--- src/rtl/xbar_pkg.sv ---
package xbar_pkg;

    typedef enum logic {
        ERR_CLEAR   = 1'b0,
        ERR_LATCHED = 1'b1
    } err_state_e;

    // number of set bits of mask strictly below position idx
    function automatic int ones_below(logic [63:0] mask, int idx);
        int n;
        n = 0;
        for (int k = 0; k < 64; k++) begin
            if (k < idx && mask[k]) n++;
        end
        return n;
    endfunction

endpackage

--- src/rtl/xbar_slot_decode.sv ---
module xbar_slot_decode #(
    parameter int                NUM_OUT       = 8,
    parameter int                REG_BYTES     = 2,
    parameter int                ADDR_W        = 8,
    parameter logic [NUM_OUT-1:0] RESERVED_MASK = '0
) (
    input  logic [ADDR_W-1:0]  addr,
    output logic [NUM_OUT-1:0] hit,
    output logic               any_hit
);
    import xbar_pkg::*;

    for (genvar i = 0; i < NUM_OUT; i++) begin : g_slot
        localparam int SLOT_OFF = REG_BYTES * (i - ones_below(64'(RESERVED_MASK), i));
        if (RESERVED_MASK[i]) begin : g_none
            assign hit[i] = 1'b0;
        end else begin : g_cmp
            assign hit[i] = (addr == ADDR_W'(SLOT_OFF));
        end
    end

    assign any_hit = |hit;

    // the packed slot table never maps two outputs to one address
    always_comb begin
        a_r3_unique_slot: assert ($onehot0(hit));
    end

endmodule

--- src/rtl/xbar_route_regs.sv ---
module xbar_route_regs #(
    parameter int                 NUM_OUT       = 8,
    parameter int                 NUM_SRC       = 16,
    parameter int                 SRC_W         = 4,
    parameter int                 DATA_W        = 16,
    parameter logic [NUM_OUT-1:0] RESERVED_MASK = '0,
    parameter logic [NUM_OUT-1:0] BYPASS_MASK   = '0,
    parameter int                 SAFE_SRC      = 0
) (
    input  logic              clk,
    input  logic              rst_n,
    input  logic              wr_en,
    input  logic [NUM_OUT-1:0] wr_hit,
    input  logic [DATA_W-1:0] wr_data,
    output logic [SRC_W-1:0]  sel [NUM_OUT],
    output logic              data_ok
);
    localparam logic [NUM_OUT-1:0] PROG_MASK = ~(RESERVED_MASK | BYPASS_MASK);

    logic [NUM_OUT-1:0] load;

    assign data_ok = ({{(33-DATA_W){1'b0}}, wr_data} < 33'(NUM_SRC));

    always_comb begin
        load = wr_hit & PROG_MASK & {NUM_OUT{wr_en & data_ok}};
    end

    for (genvar i = 0; i < NUM_OUT; i++) begin : g_reg
        if (RESERVED_MASK[i]) begin : g_rsv
            assign sel[i] = '0;
        end else if (BYPASS_MASK[i]) begin : g_byp
            assign sel[i] = SRC_W'(i);
        end else begin : g_prog
            logic [SRC_W-1:0] sel_q;
            always_ff @(posedge clk or negedge rst_n) begin
                if (!rst_n) begin
                    sel_q <= SRC_W'(SAFE_SRC);
                end else if (load[i]) begin
                    sel_q <= wr_data[SRC_W-1:0];
                end
            end
            assign sel[i] = sel_q;

            // a valid write to this slot lands in the next cycle
            a_r4_load: assert property (@(posedge clk) disable iff (!rst_n)
                (wr_en && wr_hit[i] && data_ok) |=> (sel[i] == $past(wr_data[SRC_W-1:0])));

            // an out-of-range source leaves the selection alone
            a_r5_bad_data_holds: assert property (@(posedge clk) disable iff (!rst_n)
                (wr_en && !data_ok) |=> $stable(sel[i]));
        end
    end

endmodule

--- src/rtl/xbar_out_mux.sv ---
module xbar_out_mux #(
    parameter int                 NUM_OUT       = 8,
    parameter int                 NUM_SRC       = 16,
    parameter int                 SRC_W         = 4,
    parameter logic [NUM_OUT-1:0] RESERVED_MASK = '0
) (
    input  logic [NUM_SRC-1:0] src_irq,
    input  logic [SRC_W-1:0]   sel [NUM_OUT],
    output logic [NUM_OUT-1:0] out_irq
);
    for (genvar i = 0; i < NUM_OUT; i++) begin : g_mux
        assign out_irq[i] = src_irq[sel[i]] & ~RESERVED_MASK[i];
    end

endmodule

--- src/rtl/xbar_irq_router.sv ---
module xbar_irq_router #(
    parameter int                 NUM_SRC       = 16,
    parameter int                 NUM_OUT       = 8,
    parameter int                 REG_BYTES     = 2,
    parameter int                 ADDR_W        = 8,
    parameter logic [NUM_OUT-1:0] RESERVED_MASK = 8'b0001_0010,
    parameter logic [NUM_OUT-1:0] BYPASS_MASK   = 8'b0100_0000,
    parameter int                 SAFE_SRC      = 15,
    localparam int                DATA_W        = REG_BYTES * 8
) (
    input  logic               clk,
    input  logic               rst_n,
    input  logic               wr_en,
    input  logic [ADDR_W-1:0]  wr_addr,
    input  logic [DATA_W-1:0]  wr_data,
    input  logic [ADDR_W-1:0]  rd_addr,
    output logic [DATA_W-1:0]  rd_data,
    input  logic [NUM_SRC-1:0] src_irq,
    output logic [NUM_OUT-1:0] out_irq,
    output logic               err_flag
);
    import xbar_pkg::*;

    localparam int SRC_W = (NUM_SRC > 1) ? $clog2(NUM_SRC) : 1;

    // only byte, half-word and word registers are allowed
    if (!(REG_BYTES == 1 || REG_BYTES == 2 || REG_BYTES == 4)) begin : g_bad_width
        $error("xbar_irq_router: REG_BYTES must be 1, 2 or 4");
    end

    logic [NUM_OUT-1:0] wr_hit;
    logic               wr_any;
    logic [NUM_OUT-1:0] rd_hit;
    logic               rd_any;
    logic [SRC_W-1:0]   sel [NUM_OUT];
    logic               data_ok;
    logic               bad_write;

    xbar_slot_decode #(
        .NUM_OUT(NUM_OUT), .REG_BYTES(REG_BYTES), .ADDR_W(ADDR_W),
        .RESERVED_MASK(RESERVED_MASK)
    ) i_wr_decode (
        .addr(wr_addr), .hit(wr_hit), .any_hit(wr_any)
    );

    xbar_slot_decode #(
        .NUM_OUT(NUM_OUT), .REG_BYTES(REG_BYTES), .ADDR_W(ADDR_W),
        .RESERVED_MASK(RESERVED_MASK)
    ) i_rd_decode (
        .addr(rd_addr), .hit(rd_hit), .any_hit(rd_any)
    );

    xbar_route_regs #(
        .NUM_OUT(NUM_OUT), .NUM_SRC(NUM_SRC), .SRC_W(SRC_W), .DATA_W(DATA_W),
        .RESERVED_MASK(RESERVED_MASK), .BYPASS_MASK(BYPASS_MASK),
        .SAFE_SRC(SAFE_SRC)
    ) i_regs (
        .clk(clk), .rst_n(rst_n), .wr_en(wr_en), .wr_hit(wr_hit),
        .wr_data(wr_data), .sel(sel), .data_ok(data_ok)
    );

    xbar_out_mux #(
        .NUM_OUT(NUM_OUT), .NUM_SRC(NUM_SRC), .SRC_W(SRC_W),
        .RESERVED_MASK(RESERVED_MASK)
    ) i_mux (
        .src_irq(src_irq), .sel(sel), .out_irq(out_irq)
    );

    // read port: OR of the single hit slot, zero when nothing matches
    always_comb begin
        rd_data = '0;
        if (rd_any) begin
            for (int i = 0; i < NUM_OUT; i++) begin
                if (rd_hit[i]) rd_data = rd_data | DATA_W'(sel[i]);
            end
        end
    end

    // sticky error machine
    err_state_e err_q, err_d;

    assign bad_write = wr_en && (!wr_any || !data_ok);

    always_ff @(posedge clk or negedge rst_n) begin
        if (!rst_n) err_q <= ERR_CLEAR;
        else        err_q <= err_d;
    end

    always_comb begin
        err_d = err_q;
        unique case (err_q)
            ERR_CLEAR:   if (bad_write) err_d = ERR_LATCHED;
            ERR_LATCHED: err_d = ERR_LATCHED;
            default:     err_d = ERR_LATCHED;
        endcase
    end

    assign err_flag = (err_q == ERR_LATCHED);

    // a write that matches no slot raises the flag
    a_r6_unmapped_flags: assert property (@(posedge clk) disable iff (!rst_n)
        (wr_en && !wr_any) |=> err_flag);

    // an out-of-range source raises the flag
    a_r5_range_flags: assert property (@(posedge clk) disable iff (!rst_n)
        (wr_en && !data_ok) |=> err_flag);

    // the flag never drops before reset
    a_r9_err_sticky: assert property (@(posedge clk) disable iff (!rst_n)
        err_flag |=> err_flag);

endmodule

--- config.mk ---
export PLATFORM = sky130hd
export DESIGN_NAME = xbar_irq_router
export DESIGN_NICKNAME = d
export VERILOG_FILES = /design/src/rtl/xbar_pkg.sv /design/src/rtl/xbar_slot_decode.sv /design/src/rtl/xbar_route_regs.sv /design/src/rtl/xbar_out_mux.sv /design/src/rtl/xbar_irq_router.sv
export SDC_FILE = /design/constraint.sdc
export NUM_CORES = 1
export LEC_CHECK = 0
export BUFFER_PORTS_ARGS = -buffer_cell sky130_fd_sc_hd__buf_2
export CAP_MARGIN = 15
export CORE_ASPECT_RATIO = 1.75
export CORE_MARGIN = 2
export CORE_UTILIZATION = 57
export CTS_BUF_LIST = sky130_fd_sc_hd__clkbuf_2 sky130_fd_sc_hd__clkbuf_4 sky130_fd_sc_hd__clkbuf_8
export DETAILED_ROUTE_END_ITERATION = 16
export PLACE_DENSITY_LB_ADDON = 0.1
export SETUP_SLACK_MARGIN = 0.02
export SLEW_MARGIN = 20
export SYNTH_ARGS = -nofsm -noshare
export SYNTH_HDL_FRONTEND = slang
export SYNTH_HIERARCHICAL = 1
export SYNTH_SLANG_ARGS = --single-unit
--- constraint.sdc ---
create_clock -name clk -period 3.8 [get_ports clk]
set_input_delay 0.57 -clock clk [delete_from_list [all_inputs] [get_ports clk]]
set_output_delay 0.57 -clock clk [all_outputs]
set_load 0.02 [all_outputs]
# == Yosys cells after proc, flatten, opt, wreduce, memory -nomap -nowiden ==
# Cells that the tools add are included.
# word_totals
elab_cells,60
output_inout_bits,25
register_bits,21
# classes
n_reduce_logical,8
magnitude_cmp,6
bitwise,7
muxes,23
eq_ne,10
# ops
operator,n
two-way mux 16 bit,9
bitwise OR 16 x 4 -> 16 bit,4
"equality test 8 x 3 -> 1 bit, second input constant",4
"equality test 8 x 4 -> 1 bit, second input constant",4
"less-than comparator 4 x 5 -> 1 bit, second input constant",5
binary-select mux 1 bit (select 4 bit),5
"equality test 8 x 2 -> 1 bit, second input constant",2
logical NOT 8 bit,2
"less-than comparator 16 x 5 -> 1 bit, second input constant",1
OR reduction 6 bit,2
AND 8 bit,1
two-way mux 1 bit,6
two-way mux 4 bit,1
two-way mux 3 bit,1
logical NOT 1 bit,2
one-hot mux 1 bit (2 select lines),1
AND 1 bit,1
logical AND 1 bit,1
logical OR 1 bit,1
inverter 1 bit,1

# == Logic depth before layout (Yosys ltp) ==
# logic_depth
depth_word,16
depth_mapped,6
mapped_depth_nobuf,5

# == Hierarchy ==
# Netlist, hierarchy kept.
# by_module_without_submodules
module,area_per_inst_um2,seq_area_each_um2,cells_each,instances
xbar_route_regs,1012.2,525.5,68,1
xbar_out_mux,829.5,0.0,45,1
xbar_irq_router,289.0,25.0,37,1
xbar_slot_decode,113.9,0.0,16,2

# == Worst setup path before layout ==
# No wires, ideal clock.
# synth_path
path_kind,input to output
from,input rd_addr[5]
to,output rd_data[2]
path_stages,5
arrival_time_ns,2.266
n_path_buf,1
required_time_ns,3.230
path_slack_ns,0.964
path_cell_list,or4_4 > buf_6 > nor4_1 > a22oi_1 > a41oi_1
# synth_via
word_cells_on_any_way,22
classes_between,eq/ne: 5; mux: 11; bitwise: 4; reduce/logical: 2
# synth_lines
element,line_no,source
"start, declared",xbar_irq_router.sv:16,"input logic [ADDR_W-1:0] rd_addr,"
equality test 8 x 3 -> 1 bit (*),xbar_slot_decode.sv:18,assign hit[i] = (addr == ADDR_W'(SLOT_OFF));
net rd_hit[3],xbar_irq_router.sv:33,logic [NUM_OUT-1:0] rd_hit;
two-way mux 16 bit,xbar_irq_router.sv:74,if (rd_hit[i]) rd_data = rd_data | DATA_W'(sel[i]);
two-way mux 16 bit,xbar_irq_router.sv:72,if (rd_any) begin
bitwise OR 16 x 4 -> 16 bit,xbar_irq_router.sv:74,
two-way mux 16 bit,xbar_irq_router.sv:74,
two-way mux 3 bit,xbar_irq_router.sv:74,
two-way mux 16 bit,xbar_irq_router.sv:72,
bitwise OR 16 x 4 -> 16 bit,xbar_irq_router.sv:74,
two-way mux 16 bit,xbar_irq_router.sv:74,
two-way mux 16 bit (*),xbar_irq_router.sv:72,
"end, declared",xbar_irq_router.sv:17,"output logic [DATA_W-1:0] rd_data,"
# Mark *: on every way through the listed nets, which the timed path passes. The rest lies on a longest branch. The select of a mux whose other input is x is not followed.

# == Worst setup path in the final report ==
# layout_path
from,input rd_addr[5]
to,output rd_data[1]
# Same word-level chain as after synthesis.

==> impl_metrics.ini <==
[floorplan]
die_w_microns = 52.4
rows = 30
dieArea_sq_mm = 0.00464
die_h_microns = 88.6
io_pins = 76
core-area_sq_mm = 0.00390
start_util = 0.598

[power]
p_switching_uw = 138
p_seq_frac = 0.461
p_per_area_mw_per_mm2 = 188
intPower_uw = 350
leakage_uw = 0.00105
total_power_uw = 488
p_comb_frac = 0.258
clock_power_share = 0.282
switching_share = 0.282
vdd_drop_max_v = 0.000288

[global_routing]
antenna_found_initial = 0
grt_usage = 0.261
grt_overflow = 0
grt_pass1_vias = 1891
grt_pass1_wl_microns = 9030
grt_max_degree = 22

[clock_network]
cts-root-buf = clkbuf_8
cts.sinks = 21
cts_tree = built
post_cts_buffers = 0
cts_resized = 0
htreeDepth = 1
clkLatencyLatePin_ns = 0.25
clk_pin_slew_ns = 0.07
hold_buffers = 0
cts_made_buffers = 3
cts_buffer_depth = 2

[flow_run]
drv_cap = 0

[worst_setup_path]
cp-startpoint = rd_addr[5]
critPathLaunchType = input pin
crit_fanout = 7
r2r_slack_ns = 2.93
crit_arrival_ns = 2.53
cp-end-kind = output pin
rr_startpoint = i_regs/g_reg[2].g_prog.sel_q[0]
cp.required_ns = 3.23
path_class = input pin to output pin

[yosys]
avgSynthCellArea_sq_um = 13.1
netlist_instances = 178
ys.warnings.count = 6
syn_area_sq_mm = 0.00233

[timing]
fin_crit_sh = 0.815
hold_viol = 0
rsz0062_at_grt = false
timing.fmax_mhz = 323
maxSlewHeadroom = 0.483
finalMaxSlewViolations = 0
setup_viol = 0
tightest_slew_ns = 0.769
fin_skew_ns = 0
period_needed_ns = 3.10
finalSetupTns_ns = 0

[finish]
stdcell_count = 284
final_nets = 288
drive_gt1_frac = 0.483
diodes = 0
area_growth_pct = 11.4

[detailed_routing]
ant_nets = 0
wl_per_cell_microns = 20.1
vias_per_cell = 6.48
drt-pass1-iter-count = 4
drcViolationCount = 0
vias = 1840
wl_microns = 5700
drtIter0Drc = 39

[hold_path]
hold_path_class = input pin to asynchronous set/reset pin

[place]
gp_congestion = 0.859
port_buffers = 61
place_inst = 280
dp_hpwl_microns = 4760

[run_status]
outcome = complete, no violations
path summary, 6_finish.rpt:
check	end	cells after the start
min in group clk	err_flag	1
worst max-delay path	rd_data[1]	6
worst max register to register	i_regs/g_reg[2].g_prog.sel_q[0]	1
worst min register to register	err_flag	1
max in group asynchronous	i_regs/g_reg[2].g_prog.sel_q[0]	1
worst min-delay path	err_flag	1
layout make-up:
class	count	area, sq um
inverter	1	3.75
sequential	21	551
clock buffer	3	41.3
timing repair buffer	61	305
multi-input combinational	149	1630
clock inverter	1	5.00
fill	334	1310
tap	48	60.1
critical path, cell delays in order:
cell     delay (ns)
buf_2          0.10
or4_4          0.58
nor4_1         0.67
a22oi_1        0.17
a41oi_1        0.25
buf_2          0.19
placed cells by master, fill, tap and decap left out, types with 3 or more instances in the layout:
cell	count
buf_2	61
conb_1	28
mux4_1	24
dfstp_2	20
mux2i_1	18
a22oi_1	16
mux2_2	16
nand2b_1	6
and2_1	5
a41oi_1	4
nor3_1	4
nand4_2	4
mux2_1	4
clkbuf_8	3
nor4_1	3
nor4_4	3
per-layer routing:
metal,part of all wire,track usage,vias to the layer above
met5,0,0,-
met3,0.041,0.0287,21
met2,0.58,0.495,71
met4,0.038,0.131,0
li1,-,-,813
met1,0.34,0.271,935
registers in the layout, summed over array words and instances (netlist names):
| signal | count |
|---|---|
| i_regs/g.g_prog.sel_q | 20 |
| err_flag | 1 |
metrics by stage:
stage	util	setup slack, ns	hold WS (ns)	instance area, sq um
floorplan	-	0.964	0.274	2420
CTS	0.666	0.712	0.268	2600
detailed placement	0.654	0.743	0.459	2550
global placement	0.654	0.899	0.442	2550
global route	0.666	0.600	0.299	2600
finish	0.666	0.702	0.271	2600
power groups by stage:
stage	Sequential (uW)	Combinational [uW]	Clock [uW]
5_1_grt	225	136	152
3_3_place_gp	228	116	0
6_report	225	126	137
3_5_place_dp	228	123	0
4_1_cts	225	123	143
2_1_floorplan	228	86.8	0
Note: power is estimated with default switching activity, not from simulation.
